`src/rtl/boot_pkg.sv`:
```
package boot_pkg;
  localparam int WORD_W = 32;
  typedef logic [WORD_W-1:0] word_t;

  typedef enum logic [1:0] {
    ST_WAIT  = 2'd0,
    ST_FETCH = 2'd1,
    ST_JUDGE = 2'd2,
    ST_DONE  = 2'd3
  } seq_state_t;

  // wrapping accumulation of table words
  function automatic word_t sum_step(input word_t acc, input word_t w);
    return acc + w;
  endfunction

  // erased-flash pattern for a vector
  function automatic logic is_erased(input word_t w);
    return &w;
  endfunction

  function automatic word_t pick_base(input logic alt, input word_t lo, input word_t hi);
    return alt ? hi : lo;
  endfunction
endpackage

```
`src/rtl/bvc_strap_latch.sv`:
```
module bvc_strap_latch (
  input  logic clk,
  input  logic rst_n,
  input  logic strap_loader,
  input  logic strap_alt_base,
  output logic armed,
  output logic loader_q,
  output logic alt_q
);
  always_ff @(posedge clk) begin
    if (!rst_n) begin
      armed    <= 1'b0;
      loader_q <= 1'b0;
      alt_q    <= 1'b0;
    end else if (!armed) begin
      armed    <= 1'b1;
      loader_q <= strap_loader;
      alt_q    <= strap_alt_base;
    end
  end

  a_r1_straps_frozen: assert property (@(posedge clk) disable iff (!rst_n)
    armed |=> armed && $stable(loader_q) && $stable(alt_q));
endmodule

```
`src/rtl/bvc_csum.sv`:
```
module bvc_csum
  import boot_pkg::*;
(
  input  logic  clk,
  input  logic  rst_n,
  input  logic  take,
  input  word_t word,
  output logic  sum_zero
);
  word_t acc_q;

  always_ff @(posedge clk) begin
    if (!rst_n) acc_q <= '0;
    else if (take) acc_q <= sum_step(acc_q, word);
  end

  assign sum_zero = (acc_q == '0);
endmodule

```
`src/rtl/bvc_fetch_seq.sv`:
```
module bvc_fetch_seq
  import boot_pkg::*;
#(
  parameter int    TABLE_WORDS = 8,
  parameter word_t BASE_LO     = 32'h0000_0000,
  parameter word_t BASE_HI     = 32'hFFFF_0000,
  parameter word_t LOADER_SP   = 32'h2000_0400,
  parameter word_t LOADER_PC   = 32'h0010_0040
) (
  input  logic  clk,
  input  logic  rst_n,
  input  logic  armed,
  input  logic  loader_q,
  input  logic  alt_q,
  output logic  rd_valid,
  output word_t rd_addr,
  input  logic  rd_ready,
  input  word_t rd_data,
  output logic  word_take,
  input  logic  sum_zero,
  output logic  boot_done,
  output word_t init_sp,
  output word_t init_pc,
  output logic  from_loader,
  output logic  table_invalid
);
  localparam int IDX_W    = $clog2(TABLE_WORDS);
  localparam int BYTE_SH  = $clog2(WORD_W / 8);
  localparam int LAST_IDX = TABLE_WORDS - 1;

  seq_state_t state_q;
  logic [IDX_W-1:0] idx_q;
  word_t sp_q, pc_q;
  logic  table_ok;

  assign rd_valid  = (state_q == ST_FETCH);
  assign rd_addr   = pick_base(alt_q, BASE_LO, BASE_HI) + (word_t'(idx_q) << BYTE_SH);
  assign word_take = rd_valid && rd_ready;
  assign table_ok  = sum_zero && !is_erased(pc_q);
  assign boot_done = (state_q == ST_DONE);

  always_ff @(posedge clk) begin
    if (!rst_n) begin
      state_q       <= ST_WAIT;
      idx_q         <= '0;
      sp_q          <= '0;
      pc_q          <= '0;
      init_sp       <= '0;
      init_pc       <= '0;
      from_loader   <= 1'b0;
      table_invalid <= 1'b0;
    end else begin
      case (state_q)
        ST_WAIT: if (armed) begin
          if (loader_q) begin
            init_sp     <= LOADER_SP;
            init_pc     <= LOADER_PC;
            from_loader <= 1'b1;
            state_q     <= ST_DONE;
          end else begin
            state_q <= ST_FETCH;
          end
        end
        ST_FETCH: if (word_take) begin
          if (idx_q == IDX_W'(0)) sp_q <= rd_data;
          if (idx_q == IDX_W'(1)) pc_q <= rd_data;
          if (idx_q == IDX_W'(LAST_IDX)) state_q <= ST_JUDGE;
          else idx_q <= idx_q + 1'b1;
        end
        ST_JUDGE: begin
          if (table_ok) begin
            init_sp <= sp_q;
            init_pc <= pc_q;
          end else begin
            init_sp       <= LOADER_SP;
            init_pc       <= LOADER_PC;
            from_loader   <= 1'b1;
            table_invalid <= 1'b1;
          end
          state_q <= ST_DONE;
        end
        default: state_q <= ST_DONE;
      endcase
    end
  end

  a_r4_req_held: assert property (@(posedge clk) disable iff (!rst_n)
    rd_valid && !rd_ready |=> rd_valid && $stable(rd_addr));
  a_r5_loader_no_bus: assert property (@(posedge clk) disable iff (!rst_n)
    loader_q |-> !rd_valid);
  a_r7_reject_entry: assert property (@(posedge clk) disable iff (!rst_n)
    boot_done && table_invalid |-> init_pc == LOADER_PC && from_loader);
  a_r8_no_erased_start: assert property (@(posedge clk) disable iff (!rst_n)
    boot_done && !from_loader |-> !is_erased(init_pc));
  a_r9_done_sticky: assert property (@(posedge clk) disable iff (!rst_n)
    boot_done |=> boot_done && $stable(init_pc) && $stable(init_sp));
endmodule

```
`src/rtl/bvc_remap.sv`:
```
module bvc_remap
  import boot_pkg::*;
#(
  parameter word_t WINDOW = 32'h0000_1000
) (
  input  logic  clk,
  input  logic  rst_n,
  input  logic  boot_done,
  input  logic  cfg_wr_en,
  input  logic  cfg_wr_remap,
  input  word_t map_addr,
  output logic  sel_rom,
  output logic  sel_ram,
  output logic  remap_on
);
  logic in_window;

  always_ff @(posedge clk) begin
    if (!rst_n) remap_on <= 1'b0;
    else if (cfg_wr_en && cfg_wr_remap && boot_done) remap_on <= 1'b1;
  end

  assign in_window = (map_addr < WINDOW);
  assign sel_rom   = in_window && !remap_on;
  assign sel_ram   = in_window && remap_on;

  a_r10_one_target: assert property (@(posedge clk) disable iff (!rst_n)
    $countones({sel_rom, sel_ram}) <= 1);
  a_r11_set_only: assert property (@(posedge clk) disable iff (!rst_n)
    remap_on |=> remap_on);
  a_r11_gated: assert property (@(posedge clk) disable iff (!rst_n)
    $rose(remap_on) |-> $past(boot_done));
endmodule

```
`src/rtl/boot_vector_ctrl.sv`:
```
module boot_vector_ctrl
  import boot_pkg::*;
#(
  parameter int    TABLE_WORDS = 8,
  parameter word_t BASE_LO     = 32'h0000_0000,
  parameter word_t BASE_HI     = 32'hFFFF_0000,
  parameter word_t LOADER_SP   = 32'h2000_0400,
  parameter word_t LOADER_PC   = 32'h0010_0040,
  parameter word_t WINDOW      = 32'h0000_1000
) (
  input  logic        clk,
  input  logic        rst_n,
  input  logic        strap_loader,
  input  logic        strap_alt_base,
  output logic        rd_valid,
  output logic [31:0] rd_addr,
  input  logic        rd_ready,
  input  logic [31:0] rd_data,
  output logic        core_hold,
  output logic        boot_done,
  output logic [31:0] init_sp,
  output logic [31:0] init_pc,
  output logic        from_loader,
  output logic        table_invalid,
  input  logic        cfg_wr_en,
  input  logic        cfg_wr_remap,
  input  logic [31:0] map_addr,
  output logic        sel_rom,
  output logic        sel_ram,
  output logic        remap_on
);
  logic armed, loader_q, alt_q, word_take, sum_zero;

  bvc_strap_latch u_straps (
    .clk(clk), .rst_n(rst_n),
    .strap_loader(strap_loader), .strap_alt_base(strap_alt_base),
    .armed(armed), .loader_q(loader_q), .alt_q(alt_q)
  );

  bvc_csum u_csum (
    .clk(clk), .rst_n(rst_n), .take(word_take), .word(rd_data), .sum_zero(sum_zero)
  );

  bvc_fetch_seq #(
    .TABLE_WORDS(TABLE_WORDS), .BASE_LO(BASE_LO), .BASE_HI(BASE_HI),
    .LOADER_SP(LOADER_SP), .LOADER_PC(LOADER_PC)
  ) u_seq (
    .clk(clk), .rst_n(rst_n), .armed(armed), .loader_q(loader_q), .alt_q(alt_q),
    .rd_valid(rd_valid), .rd_addr(rd_addr), .rd_ready(rd_ready), .rd_data(rd_data),
    .word_take(word_take), .sum_zero(sum_zero), .boot_done(boot_done),
    .init_sp(init_sp), .init_pc(init_pc), .from_loader(from_loader),
    .table_invalid(table_invalid)
  );

  bvc_remap #(.WINDOW(WINDOW)) u_remap (
    .clk(clk), .rst_n(rst_n), .boot_done(boot_done),
    .cfg_wr_en(cfg_wr_en), .cfg_wr_remap(cfg_wr_remap), .map_addr(map_addr),
    .sel_rom(sel_rom), .sel_ram(sel_ram), .remap_on(remap_on)
  );

  assign core_hold = !boot_done;

  a_r9_release_with_outcome: assert property (@(posedge clk) disable iff (!rst_n)
    $rose(boot_done) |-> !core_hold && (from_loader || init_pc != '1));
endmodule

```
`config.mk`:
```
export PLATFORM = sky130hd
export DESIGN_NAME = boot_vector_ctrl
export DESIGN_NICKNAME = d
export VERILOG_FILES = /design/src/rtl/boot_pkg.sv /design/src/rtl/bvc_strap_latch.sv /design/src/rtl/bvc_csum.sv /design/src/rtl/bvc_fetch_seq.sv /design/src/rtl/bvc_remap.sv /design/src/rtl/boot_vector_ctrl.sv
export SDC_FILE = /design/constraint.sdc
export NUM_CORES = 1
export LEC_CHECK = 0
export ABC_CLOCK_PERIOD_IN_PS = 4900
export BUFFER_PORTS_ARGS = -buffer_cell sky130_fd_sc_hd__buf_2
export CORE_ASPECT_RATIO = 1.4
export CORE_MARGIN = 2
export CORE_UTILIZATION = 25
export CTS_BUF_LIST = sky130_fd_sc_hd__clkbuf_8
export DETAILED_ROUTE_END_ITERATION = 6
export PLACE_DENSITY = 0.46
export SYNTH_ARGS = -nofsm -noshare
export SYNTH_HDL_FRONTEND = slang
export SYNTH_SLANG_ARGS = --single-unit
```
`constraint.sdc`:
```
create_clock -name clk -period 4.9 [get_ports clk]
set_clock_uncertainty 0.05 [all_clocks]
set_input_delay 0.49 -clock clk [delete_from_list [all_inputs] [get_ports clk]]
set_output_delay 0.49 -clock clk [all_outputs]
set_load 0.1 [all_outputs]
```
==> results.md <==
- After synthesis, the share of cell area in mux cells is 0.00120.
- The die covers between 0.03 and 0.04 sq mm.
- In the post-synthesis netlist, the cell with the most instances is nand2_1.
- The first global-routing pass estimated about 39,000 microns of wire.
- The worst setup slack for register-to-register paths is roughly 1900 ps.
- The detailed-route wire length is ~25,000 microns.
- In this run, post-CTS repair resized a total of 0 instances.
- The via count normalized by instance count is ~4.6.
- The static leakage power is between 3 and 4 nW.
- The power per standard cell area is 320 mW/mm^2.
- The core region is approximately 0.033 sq mm.
- The flow ran to the end, and the final reports show no timing, DRC or antenna violations.
- The via count of the first global-routing pass was 6,624.
- Setup violations remaining at the end of the flow were counted as 0.
- Counting flops with an async set or reset pin after synthesis yields a share of 0.
- For this run, the number of Yosys warnings is 0.
- Of the cells placed in the final design, the portion with a size suffix greater than 1 is 0.186.
- Setup repair after global routing left no endpoint under its margin.
- Headroom to the max-slew limit came out at 0.260.
- Sorting the synthesized cells by how often they occur yields nand2_1, dfxtp_1, a21boi_0.
- Entering global routing, the biggest net connects 97 pins.
- Adding up every negative setup slack in the final design gives 0 ps.
- The max-capacitance violation count is 0.
- The number of hold-repair buffers added at the cts stage is 0.
- The clock root buffer is clkbuf_8.
- The horizontal die dimension is around 160 microns.
- The kind of critical path is flip-flop to flip-flop.
- The final critical-path required period is between 2000 and 3000 ps.
- The share of power burned in combinational logic is 0.175.
- In this run the critical register-to-register path is captured at u_csum.acc_q[26].
- Of the total synthesized cell area, the portion taken by XOR and XNOR cells is 0.0231.
- The clock tree buffer depth is 2.
- The clock reaches the later pin of the worst-skew pair after slightly above 500 ps.
- Based on the critical path, the design can be clocked at up to about 340 MHz.
- The net switching power figure is 0.000984 W.
- The worst hold path begins at strap_alt_base.
- Across every metal layer, demand over resource in global routing totals 0.146.
- The global route total overflow is 0.
- The max-slew violation total from the final report came to 0.
- Once layout is complete, the cells apart from fillers number 1,535.
- The effective utilization at floorplan is 0.253.
- In the final routed layout, each cell accounts on average for 16.6 microns.
- The number of violations reported at the end of detailed-routing iteration 0 is about 280.
- The number of flops mapped to enable cells by yosys is 0.
- On the critical path, the stage with the largest delay is an instance of a21oi_1.
- The initial antenna violation count is 0.
- The startpoint of the worst register-to-register path is u_csum.acc_q[0].
- The total placed instance area is around 0.0093 sq mm.
- The kind of capture point of the worst setup path is a flip-flop.
- The cell family contributing the most delay on the critical path is compound AO/OA/AOI/OAI gates.
- dfxtp_1 takes more of the synthesized area than any other cell.
- The number of cells on the worst reg-to-reg path is 10.
- The number of levels the H-tree was split into is 4.
- The clock network power share is 0.354.
- From bottom edge to top edge, the die measures roughly 220 microns.
- From synthesis to final layout, the design area changed by 16.5%.
- The count of fill cells added during filler insertion is 3,599.
- The post-synthesis cell count is 984.
- On the worst path, the slowest cell contributes a delay of between 400 and 500 ps.
- After clock tree synthesis, the clock-pin slew on the worst setup and hold paths is ~90 ps.
- The sum of internal, switching and leakage power is 0.00310 W.
- The number of placed instances, taps included is 1,503.
- The sequential cell fraction of total power is 0.471.
- By area the synthesized netlist is led by dfxtp_1, nand2_1, a21boi_0.
- The fraction of the mapped netlist area in simple logic gates is 0.217.
- The number of buffers and inverters on the critical path is 0.
- The worst hold path passes through 3 cells.
- STA classifies the critical path startpoint as a flip-flop.
- During I/O placement, the number of pins put on the boundary was between 150 and 200.
- The number of sinks on the clock net is 171.
- The placement row count is 79.
- The flip-flop and latch count after synthesis is roughly 170.
- The synthesized area divided by synthesized cell count is between 8 and 9 sq um.
- Traced cell by cell, the critical path runs through ha_1 > fa_1 > a21oi_1 > o211ai_1 > a21oi_1 > o22ai_2 > o31ai_1 > xor2_1 > o21ai_0 > and2_1.
- Cell internal power was estimated by the tool at 0.00212 W.
- Along the worst path, the maximum fanout reaches 4.
- The adder and majority cell fraction of the synthesized area is 0.0549.
- The area of all placed cells without fillers is around 0.0097 sq mm.
- The post-synthesis compound-gate area fraction is 0.227.
- For this run, the register share of the synthesized area comes to 0.411.
- Among all flip-flop cells after synthesis, the most frequent one is dfxtp_1.
- Detailed placement ended at an HPWL of approximately 18,000 microns.
- The synthesized netlist occupies a cell area of roughly 0.0083 sq mm.
- The count of TritonRoute iterations in the first routing pass is 4.
- The routed layout has ~7,000 vias.
- The number of unique standard cell types used by synthesis is 58.
- The final worst-path cycle share is 0.603.
- The number of setup buffers added after CTS is 0.
- The count of antenna-violating nets left after detailed routing is 0.
- For the worst setup path, the data required time is approximately 5300 ps.
- Among the stages of the critical path, the cell type that occurs most often is a21oi_1.
- In this run the worst hold path is classified as primary input to flip-flop.
- 0 antenna diodes ended up in the layout.
- The number of input and output port buffers inserted is around 150.
- The number of buffers created by CTS is 17.
- Across the VDD grid, the largest voltage drop is about 130 uV.
- At the end of routability-driven placement, the weighted congestion stood at slightly above 0.8.
- After detailed routing, the number of remaining DRC violations is 0.
- After synthesis, the largest family of logic cells by area is compound AO/OA/AOI/OAI gates.
- The transition at the pin with the smallest max-transition slack is roughly 1100 ps.
- The final layout contains between 1,000 and 1,500 nets.
- The worst hold path endpoint is u_straps.alt_q.
- Once layout is complete, the utilization of the core stands at 0.294.
- The area share of the largest cell type after synthesis is 0.411.
- The clock tree from TritonCTS is built.
- The arrival time reported for the critical path endpoint is around 3300 ps.
- The net switching fraction of the power is 0.317.
- The number of hold-slack violations in the final timing report is 0.
placed cells by master (no fill, tap or decap), drive strengths merged, types with 5 or more instances in the layout:
cell	Yosys	layout
a22oi	60	60
nand3	23	23
a21boi	77	77
nand2	183	183
and2	18	18
o21a	6	6
nand4	22	22
a21o	14	14
xnor2	13	13
o21bai	5	5
nor2	12	12
ha	35	35
dfxtp	171	171
buf	39	156
conb	1	13
clkbuf	55	19
xor2	9	9
nor2b	65	65
o21ai	41	41
a31oi	10	10
a21oi	37	37
o211ai	6	6
nor4	15	15
inv	20	23
power by group through the flow:
stage	combinational, W	sequential [W]	clock, W
2_1_floorplan	0.000396	0.00151	0
3_3_place_gp	0.000543	0.00149	0
4_1_cts	0.000546	0.00146	0.00114
3_5_place_dp	0.000545	0.00150	0
6_report	0.000543	0.00146	0.00110
5_1_grt	0.000592	0.00147	0.00119
cells by family after synthesis:
kind of cell | after synthesis
AO/OA/AOI/OAI | 272
XOR/XNOR | 22
adder cells (fa/ha/maj) | 36
buffers and inverters | 114
flip-flops | 171
multiplexers | 1
other | 1
AND/OR/NAND/NOR | 367
stage by stage:
stage               worst slack, ps  hold WS, ps
floorplan                      1200          374
global placement               1640          385
detailed placement             1620          391
CTS                            1910          163
global route                   1760          183
finish                         1940          192
final cells by class:
cell class	count	area, sq um	share of cell area
multi-input cells	711	4420	0.455
flip-flops and latches	171	3420	0.352
repair buffers	156	813	0.0837
well taps	445	557	0.0573
clock buffers	19	262	0.0269
clock inverters	13	165	0.0170
inverters	20	75.1	0.00773
state kept, by name, summed over array words and instances, names as in the netlist:
name	flops
u_csum.acc_q	32
u_seq.init_pc	32
u_seq.init_sp	32
u_seq.pc_q	32
u_seq.sp_q	32
u_seq.idx_q	3
u_seq.state_q	2
u_remap.remap_on	1
u_seq.from_loader	1
u_seq.table_invalid	1
u_straps.alt_q	1
u_straps.armed	1
u_straps.loader_q	1
worst reg2reg max path, stage by stage (launching register included):
cell	delay (ps)
dfxtp_1	350
ha_1	220
fa_1	410
a21oi_1	260
o211ai_1	120
a21oi_1	470
o22ai_2	230
o31ai_1	320
xor2_1	170
o21ai_0	80
and2_1	170
metal layers:
metal | routed length, microns | up-vias | global-route usage
met5 | 0 | - | 0
met2 | 12400 | 174 | 0.252
li1 | - | 3595 | -
met4 | 617 | 0 | 0.0640
met3 | 1190 | 31 | 0.0269
met1 | 11200 | 3308 | 0.177
worst max path at each step:
| stage | from | end | slack [ps] | cells past startpoint |
|---|---|---|---|---|
| after CTS | u_csum.acc_q[0] | u_csum.acc_q[16] | 1910 | 10 |
| after detailed placement | rd_data[0] | u_csum.acc_q[16] | 1620 | 11 |
| after global routing | u_csum.acc_q[0] | u_csum.acc_q[26] | 1760 | 10 |
| after global placement | rd_data[0] | u_csum.acc_q[16] | 1640 | 11 |
| after floorplan | u_remap.remap_on | sel_ram | 1200 | 2 |
| final | u_csum.acc_q[0] | u_csum.acc_q[26] | 1940 | 10 |
Power figures use the tool's default switching activity.
